===== src/rtl/branch_pkg.sv =====
package branch_pkg;
  typedef enum logic [2:0] {
    CC_NOT_ZERO  = 3'b000,
    CC_ZERO      = 3'b001,
    CC_CARRY_CLR = 3'b010,
    CC_CARRY_SET = 3'b011,
    CC_NEGATIVE  = 3'b100,
    CC_SGN_GE    = 3'b101,
    CC_SGN_LT    = 3'b110,
    CC_ALWAYS    = 3'b111
  } cond_e;

  typedef struct packed {
    logic n;
    logic z;
    logic c;
    logic v;
  } flags_t;

  localparam logic [2:0] JUMP_FORMAT_TAG = 3'b001;
endpackage


===== src/rtl/branch_rst_sync.sv =====
module branch_rst_sync #(
  parameter int STAGES = 2
) (
  input  logic clk,
  input  logic rst_n,
  output logic rst_n_sync
);
  logic [STAGES-1:0] chain_q;

  always_ff @(posedge clk or negedge rst_n) begin
    if (!rst_n) chain_q <= '0;
    else        chain_q <= {chain_q[STAGES-2:0], 1'b1};
  end

  assign rst_n_sync = chain_q[STAGES-1];
endmodule


===== src/rtl/branch_decode.sv =====
module branch_decode
  import branch_pkg::*;
#(
  parameter int INSTR_W = 16,
  parameter int COND_W  = 3,
  parameter int OFF_W   = 10
) (
  input  logic [INSTR_W-1:0] instr,
  output logic               is_jump,
  output cond_e              cond,
  output logic [OFF_W-1:0]   offset
);
  localparam int TAG_W = INSTR_W - COND_W - OFF_W;

  assign is_jump = (instr[INSTR_W-1 -: TAG_W] == TAG_W'(JUMP_FORMAT_TAG));
  assign cond    = cond_e'(instr[OFF_W +: COND_W]);
  assign offset  = instr[OFF_W-1:0];
endmodule


===== src/rtl/branch_cond_eval.sv =====
module branch_cond_eval
  import branch_pkg::*;
(
  input  logic   is_jump,
  input  cond_e  cond,
  input  flags_t flags,
  output logic   taken
);
  logic cond_true;

  always_comb begin
    unique case (cond)
      CC_NOT_ZERO:  cond_true = !flags.z;
      CC_ZERO:      cond_true = flags.z;
      CC_CARRY_CLR: cond_true = !flags.c;
      CC_CARRY_SET: cond_true = flags.c;
      CC_NEGATIVE:  cond_true = flags.n;
      CC_SGN_GE:    cond_true = (flags.n == flags.v);
      CC_SGN_LT:    cond_true = (flags.n != flags.v);
      default:      cond_true = 1'b1;
    endcase
  end

  assign taken = is_jump & cond_true;
endmodule


===== src/rtl/branch_target.sv =====
module branch_target #(
  parameter int ADDR_W = 16,
  parameter int OFF_W  = 10
) (
  input  logic [ADDR_W-1:0] pc,
  input  logic [OFF_W-1:0]  offset,
  input  logic              taken,
  output logic [ADDR_W-1:0] next_pc
);
  localparam int EXT_W = ADDR_W - OFF_W - 1;

  logic [ADDR_W-1:0] seq_pc;
  logic [ADDR_W-1:0] disp;

  assign seq_pc  = {pc[ADDR_W-1:1], 1'b0} + ADDR_W'(2);
  assign disp    = {{EXT_W{offset[OFF_W-1]}}, offset, 1'b0};
  assign next_pc = taken ? (seq_pc + disp) : seq_pc;
endmodule


===== src/rtl/branch_unit.sv =====
module branch_unit
  import branch_pkg::*;
#(
  parameter int ADDR_W      = 16,
  parameter int INSTR_W     = 16,
  parameter int COND_W      = 3,
  parameter int OFF_W       = 10,
  parameter int SYNC_STAGES = 2
) (
  input  logic              clk,
  input  logic              rst_n,
  input  logic              in_valid,
  input  logic [INSTR_W-1:0] instr,
  input  logic [ADDR_W-1:0] pc,
  input  logic              flag_n,
  input  logic              flag_z,
  input  logic              flag_c,
  input  logic              flag_v,
  output logic              is_jump,
  output logic              taken,
  output logic [ADDR_W-1:0] next_pc,
  output logic              r_valid,
  output logic              r_is_jump,
  output logic              r_taken,
  output logic [ADDR_W-1:0] r_next_pc
);
  logic             rst_n_sync;
  cond_e            cond;
  logic [OFF_W-1:0] offset;
  flags_t           flags;

  assign flags = '{n: flag_n, z: flag_z, c: flag_c, v: flag_v};

  branch_rst_sync #(.STAGES(SYNC_STAGES)) u_rst (
    .clk(clk), .rst_n(rst_n), .rst_n_sync(rst_n_sync)
  );

  branch_decode #(.INSTR_W(INSTR_W), .COND_W(COND_W), .OFF_W(OFF_W)) u_dec (
    .instr(instr), .is_jump(is_jump), .cond(cond), .offset(offset)
  );

  branch_cond_eval u_cond (
    .is_jump(is_jump), .cond(cond), .flags(flags), .taken(taken)
  );

  branch_target #(.ADDR_W(ADDR_W), .OFF_W(OFF_W)) u_tgt (
    .pc(pc), .offset(offset), .taken(taken), .next_pc(next_pc)
  );

  // Registered result stage: next-state logic, then flops with clock enable.
  logic              valid_d, jump_d, taken_d;
  logic [ADDR_W-1:0] pc_d;

  always_comb begin
    valid_d = in_valid;
    jump_d  = r_is_jump;
    taken_d = r_taken;
    pc_d    = r_next_pc;
    if (in_valid) begin
      jump_d  = is_jump;
      taken_d = taken;
      pc_d    = next_pc;
    end
  end

  always_ff @(posedge clk or negedge rst_n_sync) begin
    if (!rst_n_sync) begin
      r_valid   <= 1'b0;
      r_is_jump <= 1'b0;
      r_taken   <= 1'b0;
      r_next_pc <= '0;
    end else begin
      r_valid   <= valid_d;
      r_is_jump <= jump_d;
      r_taken   <= taken_d;
      r_next_pc <= pc_d;
    end
  end
endmodule



===== config.mk =====
export PLATFORM = sky130hd
export DESIGN_NAME = branch_unit
export DESIGN_NICKNAME = d
export VERILOG_FILES = /design/src/rtl/branch_pkg.sv /design/src/rtl/branch_rst_sync.sv /design/src/rtl/branch_decode.sv /design/src/rtl/branch_cond_eval.sv /design/src/rtl/branch_target.sv /design/src/rtl/branch_unit.sv
export SDC_FILE = /design/constraint.sdc
export NUM_CORES = 1
export LEC_CHECK = 0
export BUFFER_PORTS_ARGS = -buffer_cell sky130_fd_sc_hd__buf_2
export CAP_MARGIN = 20
export CORE_ASPECT_RATIO = 0.5
export CORE_MARGIN = 3
export CORE_UTILIZATION = 39
export CTS_CLUSTER_DIAMETER = 40
export DETAILED_ROUTE_END_ITERATION = 8
export GPL_TIMING_DRIVEN = 1
export MAX_ROUTING_LAYER = met4
export PLACE_DENSITY = 0.75
export SETUP_SLACK_MARGIN = 0.3
export SYNTH_ARGS = -nofsm -noshare
export SYNTH_HDL_FRONTEND = slang
export SYNTH_HIERARCHICAL = 1
export SYNTH_SLANG_ARGS = --single-unit

===== constraint.sdc =====
create_clock -name clk -period 2.75 [get_ports clk]
set_clock_uncertainty 0.2 [all_clocks]
set_input_delay 0.1375 -clock clk [delete_from_list [all_inputs] [get_ports clk]]
set_output_delay 0.1375 -clock clk [all_outputs]
set_load 0.05 [all_outputs]

Yosys cells after proc, flatten, opt, wreduce, memory -nomap -nowiden
Cells that the tools add are included.

Add/subtract/negate cells: 2. Multipliers: 0. Div/mod/pow operators: 0. Order comparisons: 0. Equality and inequality tests: 9. Shift operators: 0. Multiplexer cells: 2. Bitwise operators: 1. Reductions and logical operators: 3.

Operators with widths (number): $add 16x16->16 (1); $add 16x2->16 const B (1); $mux 16 (1); $eq 3x3->1 const B (3); $pmux 1 s7 (1); $eq 3x1->1 const B (2); $eq 3x2->1 const B (2); $logic_not 3->1 (1); $logic_not 1->1 (2); $and 1x1->1 (1); $eq 1x1->1 (1); $ne 1x1->1 (1).

Bits in registers: 21. Bits in latches: 0. Bits in writable memories: 0. ROM bits: 0. Input port bits: 39. Output and inout bits: 37. Word-level logic and storage cells: 22. Memories kept: 0.

Depth between registers and ports, before layout
Depth after elaboration: 4. Mapped depth: 12. Mapped depth without buffers: 12.

Hierarchy
The synthesis kept the hierarchy.

Modules (own cells, without submodules): branch_target (instances 1, cells an instance 177, area an instance 1265.0 um^2, sequential area each 0.0 um^2); branch_unit (instances 1, cells an instance 39, area an instance 747.0 um^2, sequential area each 475.5 um^2); branch_decode (instances 1, cells an instance 14, area an instance 110.1 um^2, sequential area each 0.0 um^2); branch_cond_eval (instances 1, cells an instance 10, area an instance 97.6 um^2, sequential area each 0.0 um^2); branch_rst_sync (instances 1, cells an instance 3, area an instance 53.8 um^2, sequential area each 50.0 um^2).

Worst setup path before layout
Ideal clock, no wire load.

Path type: in2reg. From: input instr[14]. To: register r_next_pc[12]. Library setup time: 0.071 ns. Data arrival time: 3.924 ns. Required time: 2.479 ns. Setup slack: -1.445 ns. Cell stages on the path: 9. Path buffers: 2. Cells stage by stage: nor3b_2 > inv_1 > a211oi_2 > o311a_1 > clkbuf_1 > buf_1 > o22ai_1 > nor3_1 > mux2_4.

Longest elaborated chain between the ends: 3.

RTL lines: start, declared (line branch_unit.sv:13) `input logic [INSTR_W-1:0] instr,`; $eq 3x1->1 (line branch_decode.sv:15) `assign is_jump = (instr[INSTR_W-1 -: TAG_W] == TAG_W'(JUMP_FORMAT_TAG));`; $and 1x1->1 (line branch_cond_eval.sv:24) `assign taken = is_jump & cond_true;`; named net taken (line branch_unit.sv:20) `output logic taken,`; $mux 16 (line branch_target.sv:17) `assign next_pc = taken ? (seq_pc + disp) : seq_pc;`; named net next_pc[12] (line branch_unit.sv:21) `output logic [ADDR_W-1:0] next_pc,`; end signal, assigned (line branch_unit.sv:76) `r_next_pc <= pc_d;`; end, declared (line branch_unit.sv:25) `output logic [ADDR_W-1:0] r_next_pc`.

The timed path passes the listed nets, and every way through them passes these cells. A chain may end at the register's enable or synchronous reset.

Worst setup path after layout
From: input pc[1]. To: output next_pc[15].

Longest elaborated chain between the ends: 3.

RTL lines: start, declared (line branch_unit.sv:14) `input logic [ADDR_W-1:0] pc,`; $add 16x2->16 * (line branch_target.sv:15) `assign seq_pc = {pc[ADDR_W-1:1], 1'b0} + ADDR_W'(2);`; $add 16x16->16 (line branch_target.sv:17); $mux 16 * (line branch_target.sv:17); end, declared (line branch_unit.sv:21).

Every way passes the cells marked *; elsewhere a longest branch is shown, timed or not.

==> flow_metrics.py <==
metrics = {
    "sta": {
        "finalHoldViolCount": 0,
        "post-route-min-period_ns": 2.848,
        "maxSlewHeadroom": 0.4584,
        "worst_pin_slew_ns": 0.8124,
        "slew_violations": 0,
        "fin_ws_ns": -0.09779,
        "whs_ns": 0.1195,
        "fmax_mhz": 351.2,
        "rsz0062_at_grt": "true",
        "post-route-period-util": 1.036,
        "final-setup-viol-count": 4,
    },
    "route": {
        "first_pass_iters": 4,
        "route.detailed.wl_per_inst_um": 21.08,
        "dr_total_vias": 2587,
        "wl_um": 9549,
        "antenna_left": 0,
        "drtIter0Drc": 133,
        "drc": 0,
        "vias_per_cell": 5.711,
    },
    "final_layout": {
        "layout-drive-gt1-share": 0.7206,
        "fillers": 277,
        "antenna_cells": 0,
        "fin_cells": 453,
        "nNetsFinal": 443,
        "areaGrowthSynthToFinish_pct": 85.42,
        "postLayoutCoreUtil": 0.7999,
    },
    "synth": {
        "post_synth_num_cell_types": 58,
        "yosysWarnings": 6,
        "yosysTopAreaCellShare": 0.2312,
        "synth_edf_count": 0,
        "syn_area_per_cell_um2": 9.356,
        "syn_area_um2": 2273,
        "synth_nets": 302,
        "ys_top_cells_by_count": "a21oi_1, dfrtp_1, ha_1, nand2_1, nor2_1",
        "synth_ff_type": "dfrtp_1",
        "synth.most_common_cell": "a21oi_1",
        "synth_top_cell_by_area": "dfrtp_1",
        "ys_ff_latch": 21,
        "synth_cells": 243,
        "ys_seq_area_frac": 0.2312,
        "synthArstFlopShare": 1.000,
        "yosys-top-cells-area": "dfrtp_1, ha_1, mux2_4",
    },
    "min_path": {
        "hold_end": "r_valid",
        "hp-start": "in_valid",
        "hold_path.class": "in2reg",
        "hold_depth": 1,
    },
    "clock_tree": {
        "clock-sinks": 21,
        "clk_pin_slew_ns": 0.06,
        "clk_latency_ns": 0.26,
        "cts_tree": "built",
        "htree_levels": 1,
        "cts-root-buf": "clkbuf_16",
        "cts_buffers": 3,
        "clock_tree.buffer_depth": 2,
    },
    "power_and_ir_drop": {
        "pwr-share-comb": 0.599,
        "total_leakage_power_uw": 0.001868,
        "powerDensity_nw_per_um2": 414.0,
        "swShare": 0.4357,
        "pwr-share-seq": 0.217,
        "clkPwrFrac": 0.184,
        "cellInternalPower_uw": 984.7,
        "vdd_drop_max_uv": 335.1,
        "switchingPower_uw": 760.4,
        "total_power_uw": 1745,
    },
    "critical_path": {
        "arrival_ns": 2.51,
        "r2r-end": "r_next_pc[15]",
        "path_max_fanout": 4,
        "reg2reg_from": "u_rst/chain_q[1]",
        "crit_path_start_kind": "input port",
        "critPathKind": "in2out",
        "required_ns": 2.41,
        "end_kind": "primary output",
        "worst_r2r_path_depth": 0,
        "reg2reg_slack_ns": 1.70,
    },
    "floorplanning": {
        "die_x_um": 114.0,
        "rows": 18,
        "start_util": 0.4314,
        "core_um2": 5270,
        "die_area_um2": 6837,
        "ios": 76,
        "die_h_um": 59.99,
    },
    "grt": {
        "antenna_found_initial": 0,
        "grt_pass1_vias": 2656,
        "grt_usage": 0.2512,
        "grt_max_degree": 24,
        "grt_pass1_wl_um": 13280,
        "gr-total-overflow": 0,
    },
    "placed_design": {
        "hpwl_um": 5506,
        "portBuffers": 73,
        "place_congestion": 0.8703,
        "dp_cells": 419,
    },
    "status": {
        "violations": "setup timing",
        "status": "complete, but fails checks",
    },
    "job": {
        "drv_cap": 0,
    },
}
power by group through the flow:
| stage | clock, µW | combinational [µW] | sequential, µW |
|---|---|---|---|
| floorplan | 0 | 460 | 504 |
| global placement | 0 | 790 | 376 |
| detailed placement | 0 | 808 | 380 |
| CTS | 322 | 926 | 376 |
| global route | 333 | 1090 | 383 |
| finish | 321 | 1050 | 379 |
registers in the layout, summed over array words and instances, names as in the netlist:
name	cells
r_is_jump	1
r_next_pc	16
r_taken	1
r_valid	1
u_rst/chain_q	2
worst max-delay path by stage:
| stage | start | end | slack (ns) |
|---|---|---|---|
| 4_1_cts | pc[1] | next_pc[15] | 0.02 |
| 3_3_place_gp | pc[1] | next_pc[15] | -0.17 |
| 3_5_place_dp | pc[1] | next_pc[15] | -0.30 |
| 5_1_grt | pc[1] | next_pc[9] | -0.17 |
| 6_report | pc[1] | next_pc[15] | -0.1 |
| 2_1_floorplan | pc[6] | r_next_pc[13] | -0.01 |
placed cells by master (no fill, tap or decap), types with 3 or more instances in the layout:
cell type | synthesis | final
a21oi_1 | 22 | 4
a21oi_2 | 0 | 7
a21oi_4 | 0 | 11
buf_2 | 0 | 57
buf_4 | 14 | 75
buf_6 | 1 | 16
buf_8 | 0 | 4
clkbuf_16 | 0 | 3
dfrtp_1 | 21 | 21
ha_1 | 19 | 5
ha_4 | 0 | 14
inv_1 | 8 | 7
mux2_2 | 10 | 5
mux2_4 | 11 | 17
nand2_1 | 18 | 15
nand2_2 | 0 | 3
nand3_4 | 0 | 4
nand4_1 | 4 | 4
nor2_1 | 15 | 7
nor2_2 | 0 | 3
nor2_4 | 0 | 5
o21a_1 | 3 | 3
o21ai_1 | 1 | 3
xnor2_1 | 13 | 5
xnor2_2 | 0 | 6
xor2_1 | 9 | 5
xor2_2 | 0 | 4
through the flow:
step / instance area (µm²) / worst slack [ns] / setup TNS, ns
2_1_floorplan: 2597 / -0.01482 / -0.03596
3_3_place_gp: 3254 / -0.1741 / -1.122
3_5_place_dp: 3254 / -0.3050 / -2.211
4_1_cts: 3877 / 0.02390 / 0
5_1_grt: 4215 / -0.1739 / -0.6169
6_report: 4215 / -0.09779 / -0.2467
critical path, cell delays in order:
cell and delay [ns]:
buf_12 0.09, and2_4 0.15, nand4_1 0.15, xnor2_2 0.28, ha_4 0.26, a21oi_2 0.19, nand3_2 0.19, a41o_1 0.30
o41a_1 0.46, o2bb2ai_4 0.14, buf_6 0.15
per-layer routing:
metal  vias to the layer above  wire length, µm  track usage
met1                      1261             3715       0.2796
li1                       1150                -            -
met4                         0              393      0.09814
met3                        51              567      0.03337
met2                       125             4873       0.4676
met5                         -                0            -
cell type report:
| type | count | area, µm² | share of cell area |
|---|---|---|---|
| multi-input cells | 194 | 2354 | 0.5583 |
| repair buffers | 156 | 1136 | 0.2695 |
| flip-flops and latches | 21 | 525.5 | 0.1247 |
| well taps | 70 | 87.58 | 0.02078 |
| clock buffers | 3 | 75.07 | 0.01781 |
| inverters | 8 | 30.03 | 0.007124 |
| clock inverters | 1 | 7.507 | 0.001781 |
kinds of logic (layout without fill, tap and decap cells):
group | after synthesis | after routing | synth area share
AO/OA/AOI/OAI | 57 | 57 | 0.1728
adder cells (fa/ha/maj) | 20 | 20 | 0.1134
multiplexers | 25 | 25 | 0.1403
AND/OR/NAND/NOR | 68 | 68 | 0.1745
XOR/XNOR | 22 | 22 | 0.08476
buffers and inverters | 28 | 168 | 0.07980
other | 2 | 2 | 0.003303
flip-flops | 21 | 21 | 0.2311
what timing repair did:
item / 4_1_cts / 5_1_grt
resized for setup: 76 / 52
pin swaps: 36 / 31
endpoints found under the hold margin: 2 / 0
setup buffers: 21 / 7
hold buffers: 2 / 0
setup endpoints to repair: 19 / 19
(Power assumes the default switching activity.)
